### config.mk
export PLATFORM = sky130hd
export DESIGN_NAME = irq_off_reg
export DESIGN_NICKNAME = d
export VERILOG_FILES = /design/src/rtl/irq_off_pkg.sv /design/src/rtl/irq_flag_bank.sv /design/src/rtl/irq_prio_pick.sv /design/src/rtl/irq_off_reg.sv
export SDC_FILE = /design/constraint.sdc
export NUM_CORES = 1
export LEC_CHECK = 0
export BUFFER_PORTS_ARGS = -buffer_cell sky130_fd_sc_hd__buf_2
export CAP_MARGIN = 20
export CORE_MARGIN = 2
export CORE_UTILIZATION = 52
export DETAILED_ROUTE_END_ITERATION = 10
export PLACE_DENSITY_LB_ADDON = 0.1
export SYNTH_ARGS = -nofsm -noshare
export SYNTH_HDL_FRONTEND = slang
export SYNTH_HIERARCHICAL = 1
export SYNTH_SLANG_ARGS = --single-unit
export TNS_END_PERCENT = 30
### constraint.sdc
create_clock -name clk_i -period 3.6 [get_ports clk_i]
set_clock_uncertainty 0.15 [all_clocks]
set_input_delay 0.36 -clock clk_i [delete_from_list [all_inputs] [get_ports clk_i]]
set_output_delay 0.36 -clock clk_i [all_outputs]
set_load 0.02 [all_outputs]
### src/rtl/irq_off_pkg.sv
package irq_off_pkg;
  parameter int NUM_CAT = 3;
  // category slots, listed in priority order
  parameter int CAT_BERR  = 0;
  parameter int CAT_RLOST = 1;
  parameter int CAT_BFULL = 2;

  typedef enum logic [1:0] {
    TYP_NONE  = 2'd0,
    TYP_BFULL = 2'd1,
    TYP_RLOST = 2'd2,
    TYP_BERR  = 2'd3
  } irq_type_e;

  function automatic irq_type_e cat_code(input int cat);
    case (cat)
      CAT_BERR:  return TYP_BERR;
      CAT_RLOST: return TYP_RLOST;
      CAT_BFULL: return TYP_BFULL;
      default:   return TYP_NONE;
    endcase
  endfunction
endpackage

### src/rtl/irq_flag_bank.sv
module irq_flag_bank #(
  parameter int NUM_SRC = 16
) (
  input  logic               clk_i,
  input  logic               rst_ni,
  input  logic [NUM_SRC-1:0] set_i,
  input  logic [NUM_SRC-1:0] clr_i,
  output logic [NUM_SRC-1:0] flags_o
);
  // set beats clear on the same bit
  always_ff @(posedge clk_i or negedge rst_ni) begin
    if (!rst_ni) flags_o <= '0;
    else         flags_o <= (flags_o & ~clr_i) | set_i;
  end
endmodule

### src/rtl/irq_prio_pick.sv
module irq_prio_pick #(
  parameter int NUM_SRC = 16,
  localparam int IDX_W  = (NUM_SRC > 1) ? $clog2(NUM_SRC) : 1
) (
  input  logic [NUM_SRC-1:0] req_i,
  output logic               vld_o,
  output logic [IDX_W-1:0]   idx_o
);
  // lowest index wins
  always_comb begin
    vld_o = 1'b0;
    idx_o = '0;
    for (int i = NUM_SRC - 1; i >= 0; i--) begin
      if (req_i[i]) begin
        vld_o = 1'b1;
        idx_o = IDX_W'(i);
      end
    end
  end
endmodule

### src/rtl/irq_off_reg.sv
module irq_off_reg
  import irq_off_pkg::*;
#(
  parameter int NUM_SRC  = 16,
  parameter int DATA_W   = 32,
  parameter int TYPE_LSB = 8,
  parameter int IDX_LSB  = 0,
  localparam int IDX_W   = (NUM_SRC > 1) ? $clog2(NUM_SRC) : 1,
  localparam int BE_W    = DATA_W / 8
) (
  input  logic               clk_i,
  input  logic               rst_ni,
  input  logic               dbg_mode_i,
  input  logic [NUM_SRC-1:0] line_map_i,
  input  logic [NUM_SRC-1:0] berr_set_i,
  input  logic [NUM_SRC-1:0] rlost_set_i,
  input  logic [NUM_SRC-1:0] bfull_set_i,
  input  logic               rd_en_i,
  input  logic [BE_W-1:0]    rd_be_i,
  output logic [DATA_W-1:0]  rd_data_o,
  output logic               irq_line0_o
);
  localparam int IDX_LANE = IDX_LSB / 8;

  logic [NUM_CAT-1:0][NUM_SRC-1:0] set_vec, clr_vec, flg_vec;
  logic [NUM_CAT-1:0]              cat_vld;
  logic [NUM_CAT-1:0][IDX_W-1:0]   cat_idx;

  always_comb begin
    set_vec            = '0;
    set_vec[CAT_BERR]  = berr_set_i;
    set_vec[CAT_RLOST] = rlost_set_i;
    set_vec[CAT_BFULL] = bfull_set_i;
  end

  for (genvar c = 0; c < NUM_CAT; c++) begin : g_cat
    irq_flag_bank #(.NUM_SRC(NUM_SRC)) u_bank (
      .clk_i   (clk_i),
      .rst_ni  (rst_ni),
      .set_i   (set_vec[c]),
      .clr_i   (clr_vec[c]),
      .flags_o (flg_vec[c])
    );
    irq_prio_pick #(.NUM_SRC(NUM_SRC)) u_pick (
      .req_i (flg_vec[c] & ~line_map_i),
      .vld_o (cat_vld[c]),
      .idx_o (cat_idx[c])
    );
  end

  // category arbitration: lower slot wins
  logic             win_any;
  logic [1:0]       win_cat;
  logic [IDX_W-1:0] win_idx;
  irq_type_e        win_type;

  always_comb begin
    win_any = 1'b0;
    win_cat = '0;
    win_idx = '0;
    for (int c = NUM_CAT - 1; c >= 0; c--) begin
      if (cat_vld[c]) begin
        win_any = 1'b1;
        win_cat = 2'(c);
        win_idx = cat_idx[c];
      end
    end
    win_type = win_any ? cat_code(int'(win_cat)) : TYP_NONE;
  end

  // acknowledge only when the lane carrying the index is read
  logic ack;
  assign ack = rd_en_i & rd_be_i[IDX_LANE] & ~dbg_mode_i & win_any;

  always_comb begin
    clr_vec = '0;
    for (int c = 0; c < NUM_CAT; c++) begin
      if (ack && (int'(win_cat) == c)) clr_vec[c][win_idx] = 1'b1;
    end
  end

  always_comb begin
    rd_data_o                       = '0;
    rd_data_o[TYPE_LSB +: 2]        = win_type;
    rd_data_o[IDX_LSB +: IDX_W]     = win_idx;
  end

  assign irq_line0_o = win_any;
endmodule

==> flow_results.org <==
** Min path
- The worst hold path belongs to the class input port to flop.

** Finish
- The largest registers in the layout are g_cat.u_bank/flags_o: 48 flops.
- Register with the most flip-flops :: g_cat.u_bank/flags_o
- Counting the fill cells in the layout gives 615.
- Max reg flops :: 48
- After the flow finishes, the layout carries non-filler instances totaling 569.
- Area added between synthesis and finish :: 14.3%
- Share of final-layout standard cells stronger than drive strength 1 :: 24.4%
- Final net count :: 563
- Antenna cell count :: 0
- Core Util, Final :: 61.7%

** Synth
- Fraction of registers with async set or reset after synthesis :: 100%
- Synthesis produced 413 cells.
- Fraction of synthesized cell area taken by the top area cell type :: 35.1%
- After synthesis, the cell types taking the most area are dfrtp_1, a21o_1, nor2b_1.
- For this run, the register share of the synthesized area comes to 35.1%.
- Each instance of the synthesized netlist takes up on average 8.29 µm².
- The biggest area contributor in the post-synthesis netlist is dfrtp_1.
- The synthesized design contains 0 enable-type register cells.
- Commonest cells post-synth :: inv_1, nor2b_1, a21o_1, dfrtp_1, buf_4
- During synthesis, Yosys emitted a total of 6 warnings.
- Counting distinct cell types in the post-synthesis netlist gives 39.
- Number of synthesized register bits :: 48
- The most used flip-flop cell after synthesis is dfrtp_1.
- Cell area after technology mapping :: 0.00343 mm²
- The most common cell in the synthesized netlist is inv_1.

** Drt
- After the first detailed-routing iteration, the DRC count stood at 211.
- Total vias in the final route :: 3102
- Routed wire length per instance :: 15.5 µm
- The first TritonRoute pass finished after 4 iterations.
- Number of vias per cell :: 5.45
- Antenna Nets Post-Route :: 0
- DRT Wirelength :: 8850 µm
- Final routed DRC violation total :: 0

** Timing
- Timing-limited maximum frequency :: 298 MHz
- Count of final max-slew check failures :: 0
- The routed design could run at a clock period as short as 3360 ps.
- Share of the cycle needed by the critical path after routing :: 93.3%
- Setup violations remaining at the end of the flow were counted as 0.
- Setup repair after global routing left no endpoint under its margin.
- The count of final hold-check violations was 0.
- The worst path meets setup with 241 ps of slack.
- For the pin with the worst max-slew slack, the measured transition is 589 ps.
- Post-route setup TNS :: 0 ps
- Tightest slew margin relative to the limit :: 60.7%

** Setup path
- Highest-delay cell along the critical path :: inv_2
- Startpoint types :: flop
- Traced cell by cell, the critical path runs through nor2b_1 > nor4_2 > and3_1 > nand4_1 > buf_4 > a22o_2 > inv_2 > buf_2.
- Buf/Inv on CP :: 3
- In this run the worst path has a maximum fanout of 25.
- Among cell families on the critical path, the largest total delay comes from simple AND/OR/NAND/NOR gates.
- The worst setup path is captured at an output pin.
- For this run, the slowest stage of the critical path takes 400 ps.
- Worst path required time :: 3090 ps
- STA puts the critical path data arrival time at 2850 ps.
- Setup Crit Path Kind :: flop to output pin

** Pwr
- Net switching is 30.4% of the power.
- The share of total power dissipated in the clock network is 32.2%.
- Across the VDD grid, the largest voltage drop is 0.000180 V.
- The analysis attributes to cell leakage a power of 0.00141 µW.
- Areal power density over the cells :: 279 mW/mm²
- In this run the power spent charging and discharging nets is 332 µW.
- P_int :: 760 µW
- The share of total power dissipated in combinational logic is 18.3%.
- Sequential cells burn 49.5% of the power.

** Clock tree
- CTS Buf Count :: 5
- TritonCTS built the clock tree.
- The clock passes through at most 2 buffers.
- Number of H-tree levels :: 2
- Counting every sink on the clock net gives 48.
- Cell at the root of the clock tree :: clkbuf_8
- Clock-pin slew on the worst setup and hold paths :: 100 ps
- Clock insertion delay at the later pin of the skew report :: 300 ps

** Die
- Area of the die :: 0.00725 mm²
- The die is 85.2 µm wide.
- Site Rows :: 29
- In this run the vertical extent of the chip is 85.2 µm.
- In this run the count of I/O pins placed on the die edge is 105.
- Starting density of the core :: 54.0%
- The region available for standard cell placement spans 0.00635 mm².

** Global routing
- Remaining global-route overflow :: 0
- Antenna violations before repair :: 0
- Total routing usage reported by global routing :: 24.9%
- Maximum number of pins on one net before global-route repair :: 49
- Vias in the first global route :: 2888
- First-pass GRT wire length :: 14200 µm

** Placement
- Worst slack at placement :: 357 ps
- The number of placed instances, taps included, is 556.
- Routability-driven placement finished with a final weighted congestion of 0.877.
- Final HPWL DP :: 6580 µm
- Port buffering added 75 buffers.

** Job
- Across the run, the number of max-cap violations was 0.

** Status
- Status :: complete, no violations
[final timing paths]
check | from | endpoint | slack [ps] | depth (start not counted)
min reg2reg | g_cat[0].u_bank/flags_o[9]$_DFF_PN0_ | g_cat[0].u_bank/flags_o[9]$_DFF_PN0_ | 320 | 1
max | g_cat[0].u_bank/flags_o[10]$_DFF_PN0_ | rd_data_o[2] | 240 | 8
min in group asynchronous | rst_ni | g_cat[0].u_bank/flags_o[0]$_DFF_PN0_ | 370 | 2
min | rlost_set_i[12] | g_cat[1].u_bank/flags_o[12]$_DFF_PN0_ | 70 | 2
max reg2reg | g_cat[0].u_bank/flags_o[10]$_DFF_PN0_ | g_cat[2].u_bank/flags_o[9]$_DFF_PN0_ | 550 | 11
max in group asynchronous | rst_ni | g_cat[2].u_bank/flags_o[13]$_DFF_PN0_ | 2400 | 3
[through the flow]
stage,cell area [µm²],hold WS [ps],total power [µW]
after CTS,3860,67.8,1100
after global placement,3770,300,744
after global routing,3920,59.9,1140
after floorplan,3520,-85.6,688
final,3920,72.9,1090
after detailed placement,3770,308,746
[worst register-to-register path, stage by stage, from the launching register on]
cell	delay, ps
dfrtp_1	380
nor2b_1	180
nor4_2	330
and3_1	240
nand4_1	240
buf_4	260
a21oi_1	120
a22o_2	160
inv_2	200
nor4_1	410
inv_1	100
a21o_1	180
[layer usage]
| layer | track usage [%] | part of all wire (%) | vias up |
|---|---|---|---|
| met5 | 0 | 0 | - |
| met4 | 6.06 | 1.1 | 0 |
| met3 | 4.18 | 6.9 | 11 |
| met2 | 39.9 | 47 | 131 |
| met1 | 35.1 | 45 | 1448 |
| li1 | - | - | 1512 |
[timing repair]
item | CTS | global route
hold buffers | 0 | 1
endpoints found under the setup margin | 0 | 3
resized for setup | 0 | 0
buffers inserted | 0 | 3
endpoints found under the hold margin | 0 | 16
[layout by cell type (no fill, tap or decap), types with 2 or more instances in the layout]
| cell type | count |
|---|---|
| a21o_1 | 48 |
| a21oi_1 | 16 |
| a31oi_1 | 3 |
| and3_1 | 3 |
| and3b_1 | 2 |
| buf_2 | 75 |
| buf_4 | 8 |
| clkbuf_8 | 6 |
| clkinvlp_4 | 2 |
| conb_1 | 26 |
| dfrtp_1 | 48 |
| inv_1 | 60 |
| inv_2 | 3 |
| nand2_1 | 16 |
| nand3_1 | 4 |
| nand3b_1 | 4 |
| nand4_1 | 4 |
| nand4b_1 | 2 |
| nor2_1 | 21 |
| nor2b_1 | 53 |
| nor3_1 | 22 |
| nor3b_1 | 3 |
| nor4_1 | 23 |
| nor4_2 | 15 |
| o21ai_0 | 3 |
| o22ai_1 | 3 |
| o311a_2 | 3 |
| o31ai_1 | 3 |
| or2_2 | 2 |
[layout make-up]
cell class / count / area, µm² / area share, %
sequential: 48 / 1200 / 30.7
multi-input combinational: 288 / 1820 / 46.5
inverter: 63 / 236 / 6.04
clock inverter: 2 / 15.0 / 0.383
tap: 77 / 96.3 / 2.46
clock buffer: 6 / 82.6 / 2.11
timing repair buffer: 85 / 465 / 11.9
[power by group through the flow]
| stage | Sequential (µW) | Clock (µW) | Combinational, µW |
|---|---|---|---|
| final | 541 | 351 | 200 |
| after global routing | 541 | 382 | 219 |
| after CTS | 541 | 363 | 195 |
| after detailed placement | 551 | 0 | 195 |
| after global placement | 551 | 0 | 193 |
| after floorplan | 551 | 0 | 136 |
[kinds of logic (layout without fill, tap and decap cells)]
logic type / count (synthesis) / after routing / share of synthesized area (%)
AO/OA/AOI/OAI: 83 / 83 / 17.6
buffers and inverters: 102 / 156 / 14.6
AND/OR/NAND/NOR: 179 / 179 / 32.6
other: 1 / 26 / 0.109
flip-flops: 48 / 48 / 35.1
Note: power is estimated with default switching activity, not from simulation.
